`config.mk`:
```
export PLATFORM = sky130hd
export DESIGN_NAME = adc_seq
export DESIGN_NICKNAME = d
export VERILOG_FILES = /design/src/rtl/adc_seq_pkg.sv /design/src/rtl/adc_seq_timer.sv /design/src/rtl/adc_seq_trig.sv /design/src/rtl/adc_seq_result.sv /design/src/rtl/adc_seq.sv
export SDC_FILE = /design/constraint.sdc
export NUM_CORES = 1
export LEC_CHECK = 0
export CORE_MARGIN = 2
export CORE_UTILIZATION = 35
export CTS_BUF_LIST = sky130_fd_sc_hd__clkbuf_16
export CTS_CLUSTER_DIAMETER = 80
export DETAILED_ROUTE_END_ITERATION = 16
export GPL_TIMING_DRIVEN = 0
export PLACE_DENSITY = 0.67
export SLEW_MARGIN = 20
export SYNTH_ARGS = -nofsm -noshare
export SYNTH_HDL_FRONTEND = slang
export SYNTH_HIERARCHICAL = 1
export SYNTH_SLANG_ARGS = --single-unit
```
`constraint.sdc`:
```
create_clock -name clk -period 7.4 [get_ports clk]
set_clock_uncertainty 0.05 [all_clocks]
set_input_delay 1.48 -clock clk [delete_from_list [all_inputs] [get_ports clk]]
set_output_delay 1.48 -clock clk [all_outputs]
set_load 0.01 [all_outputs]
```
`src/rtl/adc_seq_pkg.sv`:
```
// Package: shared register addresses and bit positions for the ADC sequencer.
// Assumes a 2-bit register address space and 8-bit data.
package adc_seq_pkg;

    typedef enum logic [1:0] {
        REG_CTRL = 2'd0,
        REG_CFG  = 2'd1,
        REG_RLO  = 2'd2,
        REG_RHI  = 2'd3
    } reg_addr_e;

    // CTRL bit positions
    localparam int CTRL_START = 0;
    localparam int CTRL_AUTO  = 1;
    localparam int CTRL_FLAG  = 2;
    localparam int CTRL_IEN   = 3;
    localparam int CTRL_PSEL  = 4;

    // CFG bit positions
    localparam int CFG_SRC    = 0;
    localparam int CFG_PDOWN  = 3;
    localparam int CFG_CHAN   = 4;

    // Source-select value that means free-running
    localparam logic [2:0] SRC_FREE = 3'd7;

endpackage

```
`src/rtl/adc_seq_timer.sv`:
```
// Conversion timer: divides the system clock down to converter ticks and
// counts CONV_TICKS of them. Counters are held at zero while run is low,
// so each conversion starts from a cleared prescaler. done pulses for
// one clock on the last tick. Assumes psel may change only between runs.
module adc_seq_timer #(
    parameter int CONV_TICKS = 13,
    parameter int PSEL_W     = 3,
    parameter int MAX_LOG2   = 7
) (
    input  logic              clk,
    input  logic              rst_n,
    input  logic              run,
    input  logic [PSEL_W-1:0] psel,
    output logic              done
);
    localparam int TICK_W = $clog2(CONV_TICKS);
    localparam int PRE_W  = MAX_LOG2;

    logic [PRE_W-1:0]  pre_q;
    logic [PRE_W-1:0]  div_m1;
    logic [TICK_W-1:0] tick_q;
    logic              tick;

    // Divider terminal count from the select field, saturated at 2^MAX_LOG2.
    always_comb begin
        if (int'(psel) + 1 >= MAX_LOG2)
            div_m1 = '1;
        else
            div_m1 = PRE_W'((1 << (int'(psel) + 1)) - 1);
    end

    assign tick = run && (pre_q >= div_m1);
    assign done = tick && (tick_q == TICK_W'(CONV_TICKS - 1));

    // Prescaler and tick counter, cleared whenever no conversion runs.
    always_ff @(posedge clk) begin
        if (!rst_n || !run) begin
            pre_q  <= '0;
            tick_q <= '0;
        end else if (tick) begin
            pre_q  <= '0;
            tick_q <= done ? '0 : tick_q + 1'b1;
        end else begin
            pre_q  <= pre_q + 1'b1;
        end
    end
endmodule

```
`src/rtl/adc_seq_trig.sv`:
```
// Trigger selector: picks one external line by the source field and
// reports its rising edge. Source values at or above TRIG_N select a
// constant low, so they never produce an edge.
module adc_seq_trig #(
    parameter int TRIG_N = 7,
    parameter int SRC_W  = 3
) (
    input  logic              clk,
    input  logic              rst_n,
    input  logic [TRIG_N-1:0] trig_in,
    input  logic [SRC_W-1:0]  src,
    output logic              rise
);
    localparam int SRC_N = 1 << SRC_W;

    logic [SRC_N-1:0] padded;
    logic             sel_now;
    logic             sel_prev;

    assign padded  = SRC_N'(trig_in);
    assign sel_now = padded[src];
    assign rise    = sel_now && !sel_prev;

    // Remember the selected line's previous level for edge detection.
    always_ff @(posedge clk) begin
        if (!rst_n)
            sel_prev <= 1'b0;
        else
            sel_prev <= sel_now;
    end
endmodule

```
`src/rtl/adc_seq_result.sv`:
```
// Result holder: captures the converter word on load unless locked.
// A low-byte read sets the lock and a high-byte read clears it; the high
// read wins when both strobes arrive together.
module adc_seq_result #(
    parameter int RES_W = 10
) (
    input  logic             clk,
    input  logic             rst_n,
    input  logic             load,
    input  logic [RES_W-1:0] sample,
    input  logic             rd_lo,
    input  logic             rd_hi,
    output logic [RES_W-1:0] res,
    output logic             locked
);
    // Capture a finished conversion when the bytes are not locked.
    always_ff @(posedge clk) begin
        if (!rst_n)
            res <= '0;
        else if (load && !locked)
            res <= sample;
    end

    // Track the split-read lock.
    always_ff @(posedge clk) begin
        if (!rst_n)
            locked <= 1'b0;
        else if (rd_hi)
            locked <= 1'b0;
        else if (rd_lo)
            locked <= 1'b1;
    end
endmodule

```
`src/rtl/adc_seq.sv`:
```
// ADC conversion sequencer top. It holds the control and configuration
// registers and decides when a conversion starts (start write, external
// edge, or free-running restart). It drives the channel select, the
// completion flag and the interrupt request. Assumes RES_W is 9 to 16 and
// TRIG_N is below 2^SRC_W, so the top source value stays free for
// free-running.
module adc_seq
    import adc_seq_pkg::*;
#(
    parameter int RES_W      = 10,
    parameter int CHAN_W     = 4,
    parameter int TRIG_N     = 7,
    parameter int CONV_TICKS = 13,
    parameter int MAX_LOG2   = 7
) (
    input  logic              clk,
    input  logic              rst_n,
    input  logic              wr_en,
    input  logic              rd_en,
    input  logic [1:0]        addr,
    input  logic [7:0]        wdata,
    output logic [7:0]        rdata,
    input  logic [TRIG_N-1:0] trig_in,
    input  logic [RES_W-1:0]  sample_in,
    output logic [CHAN_W-1:0] chan_sel,
    output logic              conv_busy,
    output logic              irq
);
    localparam int PSEL_W = 3;
    localparam int SRC_W  = 3;

    logic              busy_q;
    logic              auto_q;
    logic              flag_q;
    logic              ien_q;
    logic [PSEL_W-1:0] psel_q;
    logic [SRC_W-1:0]  src_q;
    logic              pdown_q;
    logic [CHAN_W-1:0] chan_req_q;
    logic [CHAN_W-1:0] chan_act_q;
    logic [RES_W-1:0]  res_q;
    logic              res_locked;

    logic wr_ctrl, wr_cfg, rd_lo, rd_hi;
    logic conv_done, trig_rise;
    logic start_sw, start_trig, restart_free;

    assign wr_ctrl = wr_en && (addr == REG_CTRL);
    assign wr_cfg  = wr_en && (addr == REG_CFG);
    assign rd_lo   = rd_en && (addr == REG_RLO);
    assign rd_hi   = rd_en && (addr == REG_RHI);

    adc_seq_timer #(
        .CONV_TICKS (CONV_TICKS),
        .PSEL_W     (PSEL_W),
        .MAX_LOG2   (MAX_LOG2)
    ) u_timer (
        .clk   (clk),
        .rst_n (rst_n),
        .run   (busy_q),
        .psel  (psel_q),
        .done  (conv_done)
    );

    adc_seq_trig #(
        .TRIG_N (TRIG_N),
        .SRC_W  (SRC_W)
    ) u_trig (
        .clk     (clk),
        .rst_n   (rst_n),
        .trig_in (trig_in),
        .src     (src_q),
        .rise    (trig_rise)
    );

    adc_seq_result #(
        .RES_W (RES_W)
    ) u_result (
        .clk    (clk),
        .rst_n  (rst_n),
        .load   (conv_done),
        .sample (sample_in),
        .rd_lo  (rd_lo),
        .rd_hi  (rd_hi),
        .res    (res_q),
        .locked (res_locked)
    );

    assign start_sw     = wr_ctrl && wdata[CTRL_START] && !pdown_q && !busy_q;
    assign start_trig   = auto_q && (src_q != SRC_FREE) && trig_rise && !pdown_q && !busy_q;
    assign restart_free = conv_done && auto_q && (src_q == SRC_FREE) && !pdown_q;

    // Conversion-in-progress state: set on any start, cleared on a final completion.
    always_ff @(posedge clk) begin
        if (!rst_n)
            busy_q <= 1'b0;
        else if (start_sw || start_trig)
            busy_q <= 1'b1;
        else if (conv_done && !restart_free)
            busy_q <= 1'b0;
    end

    // Completion flag: set by hardware, cleared by writing 1; set has priority.
    always_ff @(posedge clk) begin
        if (!rst_n)
            flag_q <= 1'b0;
        else if (conv_done)
            flag_q <= 1'b1;
        else if (wr_ctrl && wdata[CTRL_FLAG])
            flag_q <= 1'b0;
    end

    // Control fields written through CTRL.
    always_ff @(posedge clk) begin
        if (!rst_n) begin
            auto_q <= 1'b0;
            ien_q  <= 1'b0;
            psel_q <= '0;
        end else if (wr_ctrl) begin
            auto_q <= wdata[CTRL_AUTO];
            ien_q  <= wdata[CTRL_IEN];
            psel_q <= wdata[CTRL_PSEL +: PSEL_W];
        end
    end

    // Configuration fields written through CFG.
    always_ff @(posedge clk) begin
        if (!rst_n) begin
            src_q      <= '0;
            pdown_q    <= 1'b0;
            chan_req_q <= '0;
        end else if (wr_cfg) begin
            src_q      <= wdata[CFG_SRC +: SRC_W];
            pdown_q    <= wdata[CFG_PDOWN];
            chan_req_q <= wdata[CFG_CHAN +: CHAN_W];
        end
    end

    // Applied channel follows the request only between conversions.
    always_ff @(posedge clk) begin
        if (!rst_n)
            chan_act_q <= '0;
        else if (!busy_q || conv_done)
            chan_act_q <= chan_req_q;
    end

    // Register read multiplexer.
    always_comb begin
        unique case (addr)
            REG_CTRL: rdata = {1'b0, psel_q, ien_q, flag_q, auto_q, busy_q};
            REG_CFG:  rdata = {chan_req_q, pdown_q, src_q};
            REG_RLO:  rdata = res_q[7:0];
            REG_RHI:  rdata = 8'(res_q[RES_W-1:8]);
            default:  rdata = '0;
        endcase
    end

    assign chan_sel  = chan_act_q;
    assign conv_busy = busy_q;
    assign irq       = flag_q && ien_q;
endmodule

```
Word level (Yosys, flattened, before mapping)
Index checks and enable logic that the tools add are counted.

storage, ports and cells
  register bits after elaboration = 42
  output and inout port bits = 14
  logic and storage cells = 73

operators by class
  add/sub/neg operators = 4
  $lt $le $gt $ge = 3
  equal/unequal tests = 6
  shifts and indexed selects = 1
  muxes and demuxes = 9
  bitwise gates (word level) = 1
  reductions and logical operators = 35

operators by type and width
  operator                                              number
  case mux 8 bit (4 select lines)                       1
  left shift 1 x 32 -> 7 bit (first input constant)     1
  logical AND 1 bit                                     21
  adder 7 x 1 -> 7 bit (second input constant)          1
  >= comparator 7 bit                                   1
  two-way mux 7 bit                                     1
  subtractor 7 x 2 -> 7 bit (second input constant)     1
  zero test 1 bit                                       6
  two-way mux 1 bit                                     5
  adder 3 x 1 -> 4 bit (second input constant)          1
  adder 4 x 1 -> 4 bit (second input constant)          1
  == test 2 bit (second input constant)                 2
  == test 4 bit (second input constant)                 1
  >= comparator 4 x 3 -> 1 bit (second input constant)  1
  < comparator 3 x 4 -> 1 bit (second input constant)   1
  two-way mux 4 bit                                     1
  nonzero test 2 bit                                    2
  OR reduction 2 bit                                    2
  binary-select mux 1 bit (select 3 bit)                1
  == test 3 bit (second input constant)                 1
  logical OR 1 bit                                      3
  inequality test 3 bit (second input constant)         1
  == test 2 x 1 -> 1 bit (second input constant)        1
  zero test 2 bit                                       1
  NOT 1 bit                                             1

Depth between registers and ports, before layout
  word-level depth = 14
  gate-level depth with buffers = 17

Cells and area by module
Netlist, hierarchy kept.

by module, submodules not included
  module          times used  cells an instance  area an instance (µm²)
  adc_seq         1           106                970.9
  adc_seq_timer   1           89                 825.8
  adc_seq_result  1           47                 441.7
  adc_seq_trig    1           11                 108.9

Worst setup path before layout
Ideal clock, no wire load.

  kind = input to output
  from = in addr[1]
  to = out rdata[2]
  data arrival time = 2.094 ns
  required time = 5.870 ns
  slack = 3.776 ns
  cell stages on the path = 4
  buffers on the path = 1
  cell sequence = and2b_1 buf_2 nand2_1 o21ai_0

on the way
  cells in the longest elaborated chain, start to end = 2
  elaborated cells between the ends (all ways) = 5
  classes of those cells = 3 x eq/ne; 1 x mux; 1 x reduce/logical

RTL lines
  item                                   line            source
  from (decl)                            adc_seq.sv:20   input logic [1:0] addr,
  == test 2 bit (tied with other cells)  adc_seq.sv:149  unique case (addr)
  case mux 8 bit (4 select lines) (*)    adc_seq.sv:149
  to (decl)                              adc_seq.sv:22   output logic [7:0] rdata,

Mark *: on every way between the ends. The rest lies on a longest branch, timed or not.

Worst setup path in the final report
  from = in addr[1]
  to = out rdata[3]

The elaborated chain is that of the path after synthesis.

==> run metrics <==
Most common cell on crit path=clkdlybuf4s50_1; required time of the critical path=5.87 ns; hpwl dp=3850 um; R2R depth=17; Min-Delay Endpoint=u_result/res[9]; number of I/O port buffers=43; Die Ht=85.89 um; Top Ports=45; synthesized area per cell=9.278 sq um; worst-path fanout max=10; FF/Latch Area=840.8 sq um; Num CTS Buffers=5; power per cell area=169.4 nW/um^2; asr flop ratio synth=0; mapped cell area=2347 sq um; Slew Viols, Final=0; first-pass GRT wire length=8604 um; largest net degree at the start of global routing=13; Reg power frac=0.461; initial detailed-routing violation count=85; Setup Buffers After CTS=0; Max Freq=203.5 MHz; Filler cells=599; Worst setup EP type=output port; Hold Fails Final Rpt=0; final setup violation count=0; Post-CTS Hold Fix Bufs=0; routability congestion estimate=0.8044; RR Startpoint=psel_q[1]; Total GRT Usage=0.1441; initial antenna violation count=0; Hold Path Cell Cnt=2; clk slew on worst S/H paths=0.06 ns; via count=1914; vias per inst=5.024; final WL=4958 um; DR DRC count=0; TritonCTS clock tree=built; RSZ-0062 raised after global routing=no; TritonCTS Sinks=42; Layout area overhead=28.41%; Clock Tree Root=clkbuf_16; ys flop type=dfxtp_1; 1st-pass router iterations=4; die width=85.89 um; Setup CP Type=primary input to output port; Min-Delay Path Class=flop to flop; switch share=0.2335; VDD IR max=81.40 uV; Synth cell types=52; internal power=391.4 uW; setup_tns=0 ns; max incr delay on CP=0.58 ns; Gate Count Post-Synth=253; Clk pwr share=0.401; sequential cell area fraction in the yosys report=0.3582; Bufs on Longest Clock Path=2; Crit-path slowest cell=clkdlybuf4s50_1; Pleak=1.104 nW; vias in the first global route=1904; Yosys Warn Count=6; R2R setup slack=3.70 ns; combinational power share=0.138; minimum hold slack=0.4090 ns; CP Cell Sequence=clkdlybuf4s50_1, and2b_1, buf_2, nand2_1, o21ai_0, clkdlybuf4s50_1; Yosys reg bits=42; Starting Density=0.3655; post-route clock period utilization=0.6640; critical path data arrival time=3.38 ns; Post-synth EDFFs=0; Std-Cell Core Area=6422 sq um; CP Launch Type=primary input; full die area=7377 sq um; total gr overflow=0; CTS H-Tree Depth=2; hold_sp=u_result/res[9]; FF-to-FF End=chan_sel[2]; max-cap violation count=0; share of layout cells above drive strength 1=0.1020; multi-input logic area=1423 sq um; Routed WL per cell=13.01 um; Clk Latency, worst-skew pair=0.28 ns; PostCTS Resize Cnt=0; Post-DRT Antenna Nets=0; fin nets=346; # rows=29; status=completed; Switch Pwr=119.3 uW; post-route minimum period=4.914 ns; n_diodes=0
metal layers:
layer / share of wire / GRT usage / wire [um] / vias to the layer above
met3: 0.046 / 0.03272 / 229 / 4
met1: 0.44 / 0.1726 / 2180 / 881
li1: - / - / - / 981
met4: 0.0071 / 0.03896 / 35 / 0
met2: 0.51 / 0.2579 / 2513 / 48
met5: 0 / 0 / 0 / -
stage by stage:
step | util | instance area (sq um) | setup slack (ns) | total power [mW] | instances
2_1_floorplan | - | 2351 | 3.776 | 0.2813 | 254
3_3_place_gp | 0.4481 | 2878 | 2.489 | 0.3103 | 374
3_5_place_dp | 0.4481 | 2878 | 2.494 | 0.3111 | 374
4_1_cts | 0.4693 | 3014 | 2.477 | 0.5165 | 381
5_1_grt | 0.4693 | 3014 | 2.385 | 0.5331 | 381
6_report | 0.4693 | 3014 | 2.486 | 0.5107 | 381
layout by cell type, fill, tap and decap left out, drive strengths merged, types with 2 or more instances in the layout:
cell type / count
dfxtp: 42
conb: 2
nand2: 42
nor2b: 13
mux2i: 29
xnor2: 2
nand2b: 2
o21a: 4
and2: 2
xor2: 3
a21oi: 6
nand3: 14
mux4: 2
a21boi: 10
o21ai: 12
nor2: 15
inv: 7
nor3b: 4
clkdlybuf4s50: 43
ha: 11
and3: 4
clkbuf: 9
nand3b: 3
buf: 7
state kept, by name, indices dropped and copies added, names as in the netlist, 3 cells and up:
name and cells:
u_timer/tick_q 4, psel_q 3, chan_req_q 4, u_result/res 10, u_timer/pre_q 7, chan_sel 4, src_q 3
cell families (layout without fill, tap and decap cells):
logic type               after synthesis  in the layout  synth area share
AO/OA/AOI/OAI                         44             44            0.1503
XOR/XNOR                               5              5           0.01866
adder cells (fa/ha/maj)               11             11           0.05863
buffers and inverters                 17             67           0.03731
flip-flops                            42             42            0.3582
multiplexers                          31             31            0.1429
other                                  1              2          0.001598
AND/OR/NAND/NOR                      102            102            0.2324
power groups by stage:
stage / Clock, mW / Sequential [mW] / Combinational [mW]
CTS: 0.210 / 0.235 / 0.0711
floorplan: 0 / 0.239 / 0.0420
detailed placement: 0 / 0.240 / 0.0707
global route: 0.220 / 0.236 / 0.0773
global placement: 0 / 0.240 / 0.0700
finish: 0.205 / 0.235 / 0.0703
area by class of cell:
| cell class | instances | share of cell area |
|---|---|---|
| buffer | 11 | 0.02159 |
| clock buffer | 5 | 0.04151 |
| clock inverter | 2 | 0.003736 |
| inverter | 6 | 0.007472 |
| multi-input combinational | 195 | 0.4720 |
| sequential | 42 | 0.2790 |
| tap | 77 | 0.03196 |
| timing repair buffer | 43 | 0.1428 |
critical path, delay by kind of cell:
kind,cells,cell delay (ns)
AND/OR/NAND/NOR,2,0.45
buffers and inverters,3,1.35
AO/OA/AOI/OAI,1,0.10
how the worst max path moves through the flow:
stage | end | slack [ns] | startpoint | cells past startpoint
2_1_floorplan | rdata[2] | 3.78 | addr[1] | 4
3_3_place_gp | rdata[2] | 2.49 | addr[0] | 6
3_5_place_dp | rdata[2] | 2.49 | addr[1] | 6
4_1_cts | rdata[2] | 2.48 | addr[1] | 6
5_1_grt | rdata[7] | 2.38 | addr[0] | 6
6_report | rdata[3] | 2.49 | addr[1] | 6
synth_stat cells, types with 2 or more instances:
cell      instances  area [sq um]
nor3b_1           2         15.01
o21ai_0          10         50.05
inv_1             6         22.52
nor2b_1          12         75.07
nand2_1          42         157.7
a21oi_1           6         30.03
o21a_2            2         17.52
xor2_1            3         26.28
a21boi_1          2         15.01
clkbuf_1          4         15.01
buf_2             4         20.02
buf_6             2         22.52
nor2_1           15         56.30
xnor2_1           2         17.52
nand3_1          12         60.06
mux2i_1          29         290.3
ha_1             11         137.6
o21a_1            2         15.01
a21boi_0          8         60.06
and3_1            3         18.77
dfxtp_1          42         840.8
nand3b_1          2         15.01
and2_1            2         12.51
mux4_2            2         45.04
No activity file was read; power rests on OpenSTA's default activity.
